`config.mk`:
```
export PLATFORM = sky130hd
export DESIGN_NAME = pwm_timebase
export DESIGN_NICKNAME = d
export VERILOG_FILES = /design/src/rtl/pwm_tb_pkg.sv /design/src/rtl/pwm_tb_prescale.sv /design/src/rtl/pwm_tb_period.sv /design/src/rtl/pwm_tb_counter.sv /design/src/rtl/pwm_timebase.sv
export SDC_FILE = /design/constraint.sdc
export NUM_CORES = 1
export LEC_CHECK = 0
export BUFFER_PORTS_ARGS = -buffer_cell sky130_fd_sc_hd__buf_2
export CORE_MARGIN = 2
export CORE_UTILIZATION = 55
export DETAILED_ROUTE_END_ITERATION = 7
export GPL_TIMING_DRIVEN = 0
export PLACE_DENSITY = 0.8
export SKIP_CTS_REPAIR_TIMING = 1
export SLEW_MARGIN = 25
export SYNTH_ARGS = -nofsm -noshare
export SYNTH_HDL_FRONTEND = slang
export SYNTH_SLANG_ARGS = --single-unit
export TNS_END_PERCENT = 10
```
`constraint.sdc`:
```
create_clock -name clk -period 3.8 [get_ports clk]
set_input_delay 0.76 -clock clk [delete_from_list [all_inputs] [get_ports clk]]
set_output_delay 0.76 -clock clk [all_outputs]
set_load 0.02 [all_outputs]
```
`src/rtl/pwm_tb_pkg.sv`:
```
package pwm_tb_pkg;

    typedef enum logic [1:0] {
        CM_UP   = 2'b00,
        CM_DOWN = 2'b01,
        CM_UPDN = 2'b10,
        CM_HOLD = 2'b11
    } cnt_mode_e;

    typedef enum logic [1:0] {
        RUN_STOP_NEXT = 2'b00,
        RUN_STOP_END  = 2'b01,
        RUN_FREE_ALT  = 2'b10,
        RUN_FREE      = 2'b11
    } run_mode_e;

    localparam int COARSE_W = 3;
    localparam int FINE_W   = 3;

    // control word field positions
    localparam int CTL_MODE_LSB   = 0;
    localparam int CTL_IMM_BIT    = 3;
    localparam int CTL_FINE_LSB   = 7;
    localparam int CTL_COARSE_LSB = 10;
    localparam int CTL_RUN_LSB    = 14;

    typedef struct packed {
        run_mode_e             run;
        logic [COARSE_W-1:0]   coarse;
        logic [FINE_W-1:0]     fine;
        logic                  prd_imm;
        cnt_mode_e             mode;
    } ctl_state_t;

endpackage

```
`src/rtl/pwm_tb_prescale.sv`:
```
module pwm_tb_prescale #(
    parameter int POW_W = 3,
    parameter int LIN_W = 3
) (
    input  logic             clk,
    input  logic             rst_n,
    input  logic             enable,
    input  logic             clear,
    input  logic [POW_W-1:0] pow_sel,
    input  logic [LIN_W-1:0] lin_sel,
    output logic             tick
);
    localparam int S1_W = (1 << POW_W) - 1;
    localparam int S1_E = S1_W + 1;
    localparam int S2_W = LIN_W + 1;

    typedef struct packed {
        logic [S1_W-1:0] s1;
        logic [S2_W-1:0] s2;
    } div_state_t;

    div_state_t st_d, st_q;
    logic [S1_W:0]   pow_one;
    logic [S1_W-1:0] lim1;
    logic [S2_W-1:0] lim2;
    logic            s1_end, s2_end;

    always_comb begin
        pow_one = S1_E'(1) << pow_sel;
        lim1    = S1_W'(pow_one - S1_E'(1));
        lim2    = (lin_sel == '0) ? '0 : ({lin_sel, 1'b0} - S2_W'(1));
        s1_end  = (st_q.s1 == lim1);
        s2_end  = (st_q.s2 == lim2);
        tick    = enable && !clear && s1_end && s2_end;

        st_d = st_q;
        if (clear || !enable) begin
            st_d = '0;
        end else if (s1_end) begin
            st_d.s1 = '0;
            st_d.s2 = s2_end ? '0 : st_q.s2 + S2_W'(1);
        end else begin
            st_d.s1 = st_q.s1 + S1_W'(1);
        end
    end

    always_ff @(posedge clk or negedge rst_n) begin
        if (!rst_n) st_q <= '0;
        else        st_q <= st_d;
    end

endmodule

```
`src/rtl/pwm_tb_period.sv`:
```
module pwm_tb_period #(
    parameter int CNT_W = 16
) (
    input  logic             clk,
    input  logic             rst_n,
    input  logic             prd_wr,
    input  logic [CNT_W-1:0] prd_data,
    input  logic             imm,
    input  logic             reload,
    output logic [CNT_W-1:0] prd_active
);
    typedef struct packed {
        logic [CNT_W-1:0] shadow;
        logic [CNT_W-1:0] active;
    } prd_state_t;

    prd_state_t st_d, st_q;

    always_comb begin
        st_d = st_q;
        if (prd_wr) st_d.shadow = prd_data;
        if (prd_wr && imm)         st_d.active = prd_data;
        else if (reload && !imm)   st_d.active = st_q.shadow;
    end

    always_ff @(posedge clk or negedge rst_n) begin
        if (!rst_n) st_q <= '0;
        else        st_q <= st_d;
    end

    assign prd_active = st_q.active;

endmodule

```
`src/rtl/pwm_tb_counter.sv`:
```
module pwm_tb_counter
    import pwm_tb_pkg::*;
#(
    parameter int CNT_W = 16
) (
    input  logic             clk,
    input  logic             rst_n,
    input  logic             step,
    input  logic             start,
    input  cnt_mode_e        mode,
    input  run_mode_e        run,
    input  logic [CNT_W-1:0] prd,
    output logic             running,
    output logic             reload,
    output logic [CNT_W-1:0] cnt,
    output logic             dir_up,
    output logic             zero_evt,
    output logic             prd_evt
);
    typedef struct packed {
        logic [CNT_W-1:0] cnt;
        logic             dir_up;
        logic             stopped;
        logic             zero_evt;
        logic             prd_evt;
    } ctr_state_t;

    ctr_state_t st_d, st_q;
    logic [CNT_W-1:0] nxt_cnt;
    logic             nxt_dir;

    always_comb begin
        nxt_cnt = st_q.cnt;
        nxt_dir = st_q.dir_up;
        unique case (mode)
            CM_UP: begin
                nxt_dir = 1'b1;
                nxt_cnt = (st_q.cnt >= prd) ? '0 : st_q.cnt + CNT_W'(1);
            end
            CM_DOWN: begin
                nxt_dir = 1'b0;
                nxt_cnt = (st_q.cnt == '0) ? prd : st_q.cnt - CNT_W'(1);
            end
            CM_UPDN: begin
                if (st_q.dir_up) begin
                    if (st_q.cnt >= prd) begin
                        nxt_dir = 1'b0;
                        nxt_cnt = (st_q.cnt == '0) ? '0 : st_q.cnt - CNT_W'(1);
                    end else begin
                        nxt_cnt = st_q.cnt + CNT_W'(1);
                    end
                end else begin
                    if (st_q.cnt == '0) begin
                        nxt_dir = 1'b1;
                        nxt_cnt = (prd == '0) ? '0 : CNT_W'(1);
                    end else begin
                        nxt_cnt = st_q.cnt - CNT_W'(1);
                    end
                end
            end
            default: begin
                nxt_cnt = st_q.cnt;
                nxt_dir = st_q.dir_up;
            end
        endcase

        running = !st_q.stopped && (mode != CM_HOLD);
        reload  = step && (nxt_cnt == '0);

        st_d          = st_q;
        st_d.zero_evt = step && (nxt_cnt == '0);
        st_d.prd_evt  = step && (nxt_cnt == prd);
        if (step) begin
            st_d.cnt    = nxt_cnt;
            st_d.dir_up = nxt_dir;
        end

        if (start) begin
            st_d.stopped = 1'b0;
        end else if (step) begin
            unique case (run)
                RUN_STOP_NEXT: st_d.stopped = 1'b1;
                RUN_STOP_END:  st_d.stopped = (nxt_cnt == '0);
                default:       st_d.stopped = 1'b0;
            endcase
        end
    end

    always_ff @(posedge clk or negedge rst_n) begin
        if (!rst_n) begin
            st_q          <= '0;
            st_q.dir_up   <= 1'b1;
            st_q.stopped  <= 1'b1;
        end else begin
            st_q <= st_d;
        end
    end

    assign cnt      = st_q.cnt;
    assign dir_up   = st_q.dir_up;
    assign zero_evt = st_q.zero_evt;
    assign prd_evt  = st_q.prd_evt;

endmodule

```
`src/rtl/pwm_timebase.sv`:
```
module pwm_timebase
    import pwm_tb_pkg::*;
#(
    parameter int CNT_W = 16
) (
    input  logic             clk,
    input  logic             rst_n,
    input  logic             wr_en,
    input  logic             wr_sel,
    input  logic [CNT_W-1:0] wr_data,
    output logic [CNT_W-1:0] cnt_o,
    output logic             dir_up_o,
    output logic             zero_evt_o,
    output logic             prd_evt_o
);
    ctl_state_t       ctl_d, ctl_q;
    logic             ctl_wr, prd_wr, run_start;
    logic             step_tick, cnt_running, zero_reload;
    logic [CNT_W-1:0] prd_active;

    always_comb begin
        ctl_wr    = wr_en && !wr_sel;
        prd_wr    = wr_en && wr_sel;
        run_start = ctl_wr && wr_data[CTL_RUN_LSB+1];
        ctl_d     = ctl_q;
        if (ctl_wr) begin
            ctl_d.run     = run_mode_e'(wr_data[CTL_RUN_LSB +: 2]);
            ctl_d.coarse  = wr_data[CTL_COARSE_LSB +: COARSE_W];
            ctl_d.fine    = wr_data[CTL_FINE_LSB +: FINE_W];
            ctl_d.prd_imm = wr_data[CTL_IMM_BIT];
            ctl_d.mode    = cnt_mode_e'(wr_data[CTL_MODE_LSB +: 2]);
        end
    end

    always_ff @(posedge clk or negedge rst_n) begin
        if (!rst_n) ctl_q <= '0;
        else        ctl_q <= ctl_d;
    end

    pwm_tb_prescale #(
        .POW_W (COARSE_W),
        .LIN_W (FINE_W)
    ) u_prescale (
        .clk     (clk),
        .rst_n   (rst_n),
        .enable  (cnt_running),
        .clear   (ctl_wr),
        .pow_sel (ctl_q.coarse),
        .lin_sel (ctl_q.fine),
        .tick    (step_tick)
    );

    pwm_tb_period #(
        .CNT_W (CNT_W)
    ) u_period (
        .clk        (clk),
        .rst_n      (rst_n),
        .prd_wr     (prd_wr),
        .prd_data   (wr_data),
        .imm        (ctl_q.prd_imm),
        .reload     (zero_reload),
        .prd_active (prd_active)
    );

    pwm_tb_counter #(
        .CNT_W (CNT_W)
    ) u_counter (
        .clk      (clk),
        .rst_n    (rst_n),
        .step     (step_tick),
        .start    (run_start),
        .mode     (ctl_q.mode),
        .run      (ctl_q.run),
        .prd      (prd_active),
        .running  (cnt_running),
        .reload   (zero_reload),
        .cnt      (cnt_o),
        .dir_up   (dir_up_o),
        .zero_evt (zero_evt_o),
        .prd_evt  (prd_evt_o)
    );

endmodule

```
Word level (Yosys, flattened, before mapping)
Index checks and enable logic that the tools add are counted.
Word-level totals
  input bits: 20
  word-level logic and storage cells: 79
  output and inout bits: 19
  register bits: 74
Cells by class
  shift operators: 1
  $add $sub $neg: 6
  $lt $le $gt $ge: 1
  reduce and logical (&&, ||, !) cells: 28
  eq/ne operators: 7
  muxes and demuxes: 22
Operators by type and width (number)
  16-bit 2-to-1 mux: 8
  16-bit zero test: 3
  16-bit case mux with 3 select lines: 1
  16-bit by 1-bit adder with 16-bit output, second input constant: 1
  16-bit equality test: 1
  16-bit >= comparator: 1
  16-bit by 1-bit subtractor with 16-bit output, second input constant: 1
  4-bit 2-to-1 mux: 3
  1-bit logical AND: 11
  11-bit 2-to-1 mux: 1
  7-bit by 1-bit adder with 7-bit output, second input constant: 1
  7-bit equality test: 1
  7-bit 2-to-1 mux: 1
  1-bit by 3-bit left shift with 7-bit output, first input constant: 1
  7-bit by 1-bit subtractor with 7-bit output, second input constant: 1
  1-bit 2-to-1 mux: 6
  2-bit nonzero test: 3
  1-bit zero test: 5
  4-bit by 1-bit adder with 4-bit output, second input constant: 1
  2-bit by 1-bit equality test with 1-bit output, second input constant: 2
  4-bit equality test: 1
  2-bit zero test: 2
  4-bit by 1-bit subtractor with 4-bit output, second input constant: 1
  3-bit zero test: 1
  other kinds (7): 7

Depth between registers and ports, before layout
  depth after elaboration: 10
  depth in mapped cells: 16
  mapped depth without buffers: 13

By module
A second synthesis with hierarchy kept.
Unflattened totals
  cells, all modules: 706
  area total of the unflattened synthesis: 6399.9 um2
Modules (own cells, without submodules)
  pwm_tb_counter: cells each 460, sequential area each 503.0 um2, instances 1, area each 3281.9 um2
  pwm_tb_period: cells each 120, sequential area each 800.8 um2, instances 1, area each 1746.7 um2
  pwm_tb_prescale: cells each 100, sequential area each 275.3 um2, instances 1, area each 893.4 um2
  pwm_timebase: cells each 26, sequential area each 275.3 um2, instances 1, area each 478.0 um2

Least setup slack after synthesis
No wires, ideal clock.
  kind: register -> register
  from: reg u_counter.st_q, in the netlist u_counter.cnt[0]
  to: reg u_period.st_q, in the netlist u_period.prd_active[15]
  buffers on the path: 2
  path slack: 32 ps
  data required time: 3674 ps
  stages on the path, launching flop included: 16
  data arrival time: 3642 ps
  period minus slack after synthesis: 3768 ps
  cells stage by stage: dfrtp_1 > clkbuf_1 > inv_1 > ha_1 > nor2b_1 > o21a_1 > o32ai_4 > o311a_1 > a211o_1 > and2_1 > a2111oi_4 > nand4b_2 > nor4_4 > buf_6 > nor3_2 > a221o_1
Between the ends
  longest elaborated chain between the ends: 9
  elaborated cells between the ends (all ways): 15
RTL lines
  start: declaration: line pwm_tb_counter.sv:28  | ctr_state_t st_d, st_q;
  start signal: assignment: line pwm_tb_counter.sv:95  | st_q <= st_d;
  16-bit by 1-bit subtractor with 16-bit output / 16-bit zero test (equally long branches)
  16-bit 2-to-1 mux: line pwm_tb_counter.sv:48  | nxt_cnt = (st_q.cnt == '0) ? '0 : st_q.cnt - CNT_W'(1);
  16-bit 2-to-1 mux: line pwm_tb_counter.sv:46  | if (st_q.cnt >= prd) begin
  16-bit 2-to-1 mux: line pwm_tb_counter.sv:45  | if (st_q.dir_up) begin
  16-bit case mux with 3 select lines (*): line pwm_tb_counter.sv:35  | unique case (mode)
  16-bit zero test (*): line pwm_tb_counter.sv:68  | reload = step && (nxt_cnt == '0);
  1-bit logical AND (*): line pwm_tb_counter.sv:68
  1-bit logical AND (*): line pwm_tb_period.sv:23  | else if (reload && !imm) st_d.active = st_q.shadow;
  2-bit nonzero test (no line) (*)
  end signal: assignment: line pwm_tb_period.sv:28  | else st_q <= st_d;
  end: declaration: line pwm_tb_period.sv:17  | prd_state_t st_d, st_q;
Every way passes the cells marked *; elsewhere a longest branch is shown, timed or not.
A chain may end at the register's enable or synchronous reset.

Final worst setup path
  from: reg u_counter.st_q, in the netlist u_counter.cnt[13]
  to: reg u_period.st_q, in the netlist u_period.prd_active[1]
Same word-level chain as after synthesis.

==> impl_metrics.csv <==
group,metric,value,unit
floorplanning,die_w,106,um
drt,vias_per_cell,6.40,
drt,route.detailed.drc,0,
sta,worst_slack,-0.259,ns
synth,synthTopCellsByArea,"dfrtp_1 32%, mux2_2 7.1%, ha_1 5.0%",
synth,ys_seq_area_frac,0.325,
setup_path,critPathBufInv,3,
power,switching_share,0.486,
sta,finalHoldViolations,0,
cells_and_area,diodes,0,
clock_network,h-tree-depth,3,
global_route,grt_pass1_vias,5224,
floorplanning,core_area,10200,sq um
setup_path,cp-start-kind,"register",
power,irDropWorstVdd,0.370,mV
setup_path,critPathArrivalTime,4.29,ns
drt,first_pass_iters,6,
sta,min_period,4.06,ns
power,p_leak,2.87,nW
sta,slew-limit-headroom,0.435,
power,pwr-share-seq,0.254,
synth,yosys_warnings,0,
place,gp_congestion,1.03,
synth,async_reset_ff_frac,1.00,
synth,synth_flop_cell,"dfrtp_1",
setup_path,cp.required,4.03,ns
synth,synth_top_area_share,0.316,
global_route,grt_overflow_total,0,
clock_network,cts-root-buf,"clkbuf_8",
status,violations,"setup timing",
clock_network,clk_pin_slew,0.10,ns
sta,rsz0062_at_grt,"yes",
cells_and_area,fin_nets,764,
power,power.density,677,nW/um^2
global_route,grt_pass1_wl,29100,um
synth,synth_most_common_cell,"dfrtp_1",
global_route,antenna_found_initial,0,
sta,timing.final.crit_share,1.07,
setup_path,cp_top_family,"simple AND/OR/NAND/NOR gates",
floorplanning,rows,37,
floorplanning,pin_count,39,
drt,ant_nets,0,
cells_and_area,utilization,0.668,
synth,syn-num-nets,683,
synth,syn_inst,640,
clock_network,cts_tree,"built",
drt,wirelength,19300,um
clock_network,clk_latency,0.37,ns
drt,wire_per_inst,22.3,um
clock_network,cts_buffers,9,
power,p_sw,0.00224,W
synth,synth_common_cells,"72 x dfrtp_1, 49 x nor2_1, 42 x nand2_1",
job,cap_violations,0,
clock_network,cts_sinks,74,
synth,synth_cell_types,78,
setup_path,crit_chain,"ha_4 > nand4_1 > or3_4 > o32ai_4 > buf_6 > nor4_4 > a311oi_2 > nand3_2 > nor4b_4 > nand4b_4 > nor4_4 > buf_4 > buf_6 > mux2i_1 > a21oi_1",
power,p_clk_frac,0.142,
cells_and_area,syn_to_final_growth,19.1,%
sta,setup_viol,16,
drt,via_count,5519,
cells_and_area,layoutNonFillerInstCount,862,
cells_and_area,drive_gt1_frac,0.306,
synth,synth.avg_cell_area,8.92,sq um
setup_path,path_class,"reg -> reg",
setup_path,cp_slowest_cell,"or3_4",
setup_path,path_max_fanout,5,
sta,hold_slack,0.283,ns
floorplanning,die_area,11200,sq um
sta,slew_viol_final,0,
power,p_comb_frac,0.604,
place,dp_hpwl,13900,um
global_route,grt_start_max_net_pins,54,
global_route,track_usage,0.344,
floorplanning,initial_core_util,0.560,
sta,fmaxAchievable,246,MHz
clock_network,clock_path_buffers,2,
power,internal-power,0.00237,W
synth,yosysTopAreaCell,"dfrtp_1",
sta,tightest_slew,0.848,ns
sta,finalSetupTns,-3.45,ns
synth,syn-cell-area,5710,sq um
place,place_inst,815,
synth,synth_edf_count,0,
setup_path,worstSetupEndpointType,"register",
sta,fin_worst_skew,0.0155,ns
status,status,"complete, but fails checks",
synth,yosys_register_bits,74,
drt,drtIter0Drc,416,
place,io_buffers,38,
hold_path,min_path_type,"in -> async",
setup_path,slowest_delay,0.49,ns
floorplanning,die_y,106,um
## power groups by stage
stage	logic [W]	registers, W	clock network [W]
after global routing	0.00295	0.00119	0.000682
after detailed placement	0.00235	0.00117	0
after global placement	0.00231	0.00116	0
final	0.00278	0.00117	0.000655
after floorplan	0.00172	0.00109	0
after CTS	0.00236	0.00115	0.000654
## layout make-up
| class | count | area [sq um] |
|---|---|---|
| well taps | 136 | 170 |
| inverters | 29 | 111 |
| multi-input cells | 485 | 3700 |
| clock inverters | 6 | 65.1 |
| repair buffers | 70 | 458 |
| flip-flops and latches | 74 | 1860 |
| fillers | 859 | 3380 |
| clock buffers | 10 | 128 |
| plain buffers | 52 | 307 |
## routing by layer
layer | vias to the layer above | track usage | part of all wire
li1 | 2494 | - | -
met3 | 62 | 0.0550 | 0.077
met1 | 2682 | 0.436 | 0.40
met5 | - | 0 | 0
met4 | 0 | 0.184 | 0.049
met2 | 281 | 0.563 | 0.48
## cells by family (layout without fill, tap and decap cells)
kind of cell / after synthesis / in the layout / synth area share
XOR/XNOR: 39 / 39 / 0.0598
adder cells (fa/ha/maj): 23 / 23 / 0.0504
buffers and inverters: 81 / 167 / 0.0717
AND/OR/NAND/NOR: 226 / 226 / 0.220
multiplexers: 48 / 48 / 0.0921
AO/OA/AOI/OAI: 149 / 149 / 0.181
flip-flops: 74 / 74 / 0.325
## cells in the final DEF (no fill, tap or decap), types with 5 or more instances in the layout
master,instances
dfrtp_1,64
nor2_1,48
buf_4,47
buf_2,45
nand2_1,41
o21ai_0,37
mux2_2,36
a21oi_1,30
xnor2_1,29
nor3_1,24
inv_1,22
clkbuf_1,21
nand3_1,19
ha_1,16
nor4_1,12
and3_1,12
mux2i_1,12
xor2_1,10
nand4_1,9
clkbuf_8,9
dfrtp_2,8
o22ai_1,7
ha_4,7
inv_2,6
buf_6,6
nand2b_1,5
and2_1,5
nor2b_1,5
## metrics by stage
stage          setup WS, ns  total power (W)  area [sq um]
3_3_place_gp         -0.964          0.00347          6070
5_1_grt              -0.382          0.00482          6800
2_1_floorplan        0.0320          0.00281          5710
3_5_place_dp         -0.988          0.00351          6100
4_1_cts               -1.04          0.00416          6290
6_report             -0.259          0.00461          6800
## worst paths after layout
path | startpoint | to | slack, ns | cells past startpoint
min in group clk | u_period.st_q[16] | u_period.prd_active[0] | 0.51 | 1
setup reg to reg | u_counter.cnt[13] | u_period.prd_active[1] | -0.26 | 15
max in group asynchronous | rst_n | u_counter.st_q[2] | 2.88 | 2
hold reg to reg | u_period.st_q[16] | u_period.prd_active[0] | 0.51 | 1
setup / recovery | u_counter.cnt[13] | u_period.prd_active[1] | -0.26 | 15
hold / removal | rst_n | u_counter.cnt[1] | 0.28 | 1
## sequential cells by signal, indices dropped and copies added, names as in the netlist
signal and count:
u_counter.st_q 1, u_counter.dir_up 1, u_counter.cnt 16, ctl_q 11, u_prescale.st_q 11, u_counter.prd_evt 1
u_period.prd_active 16, u_counter.zero_evt 1, u_period.st_q 16
(Power assumes the default switching activity.)
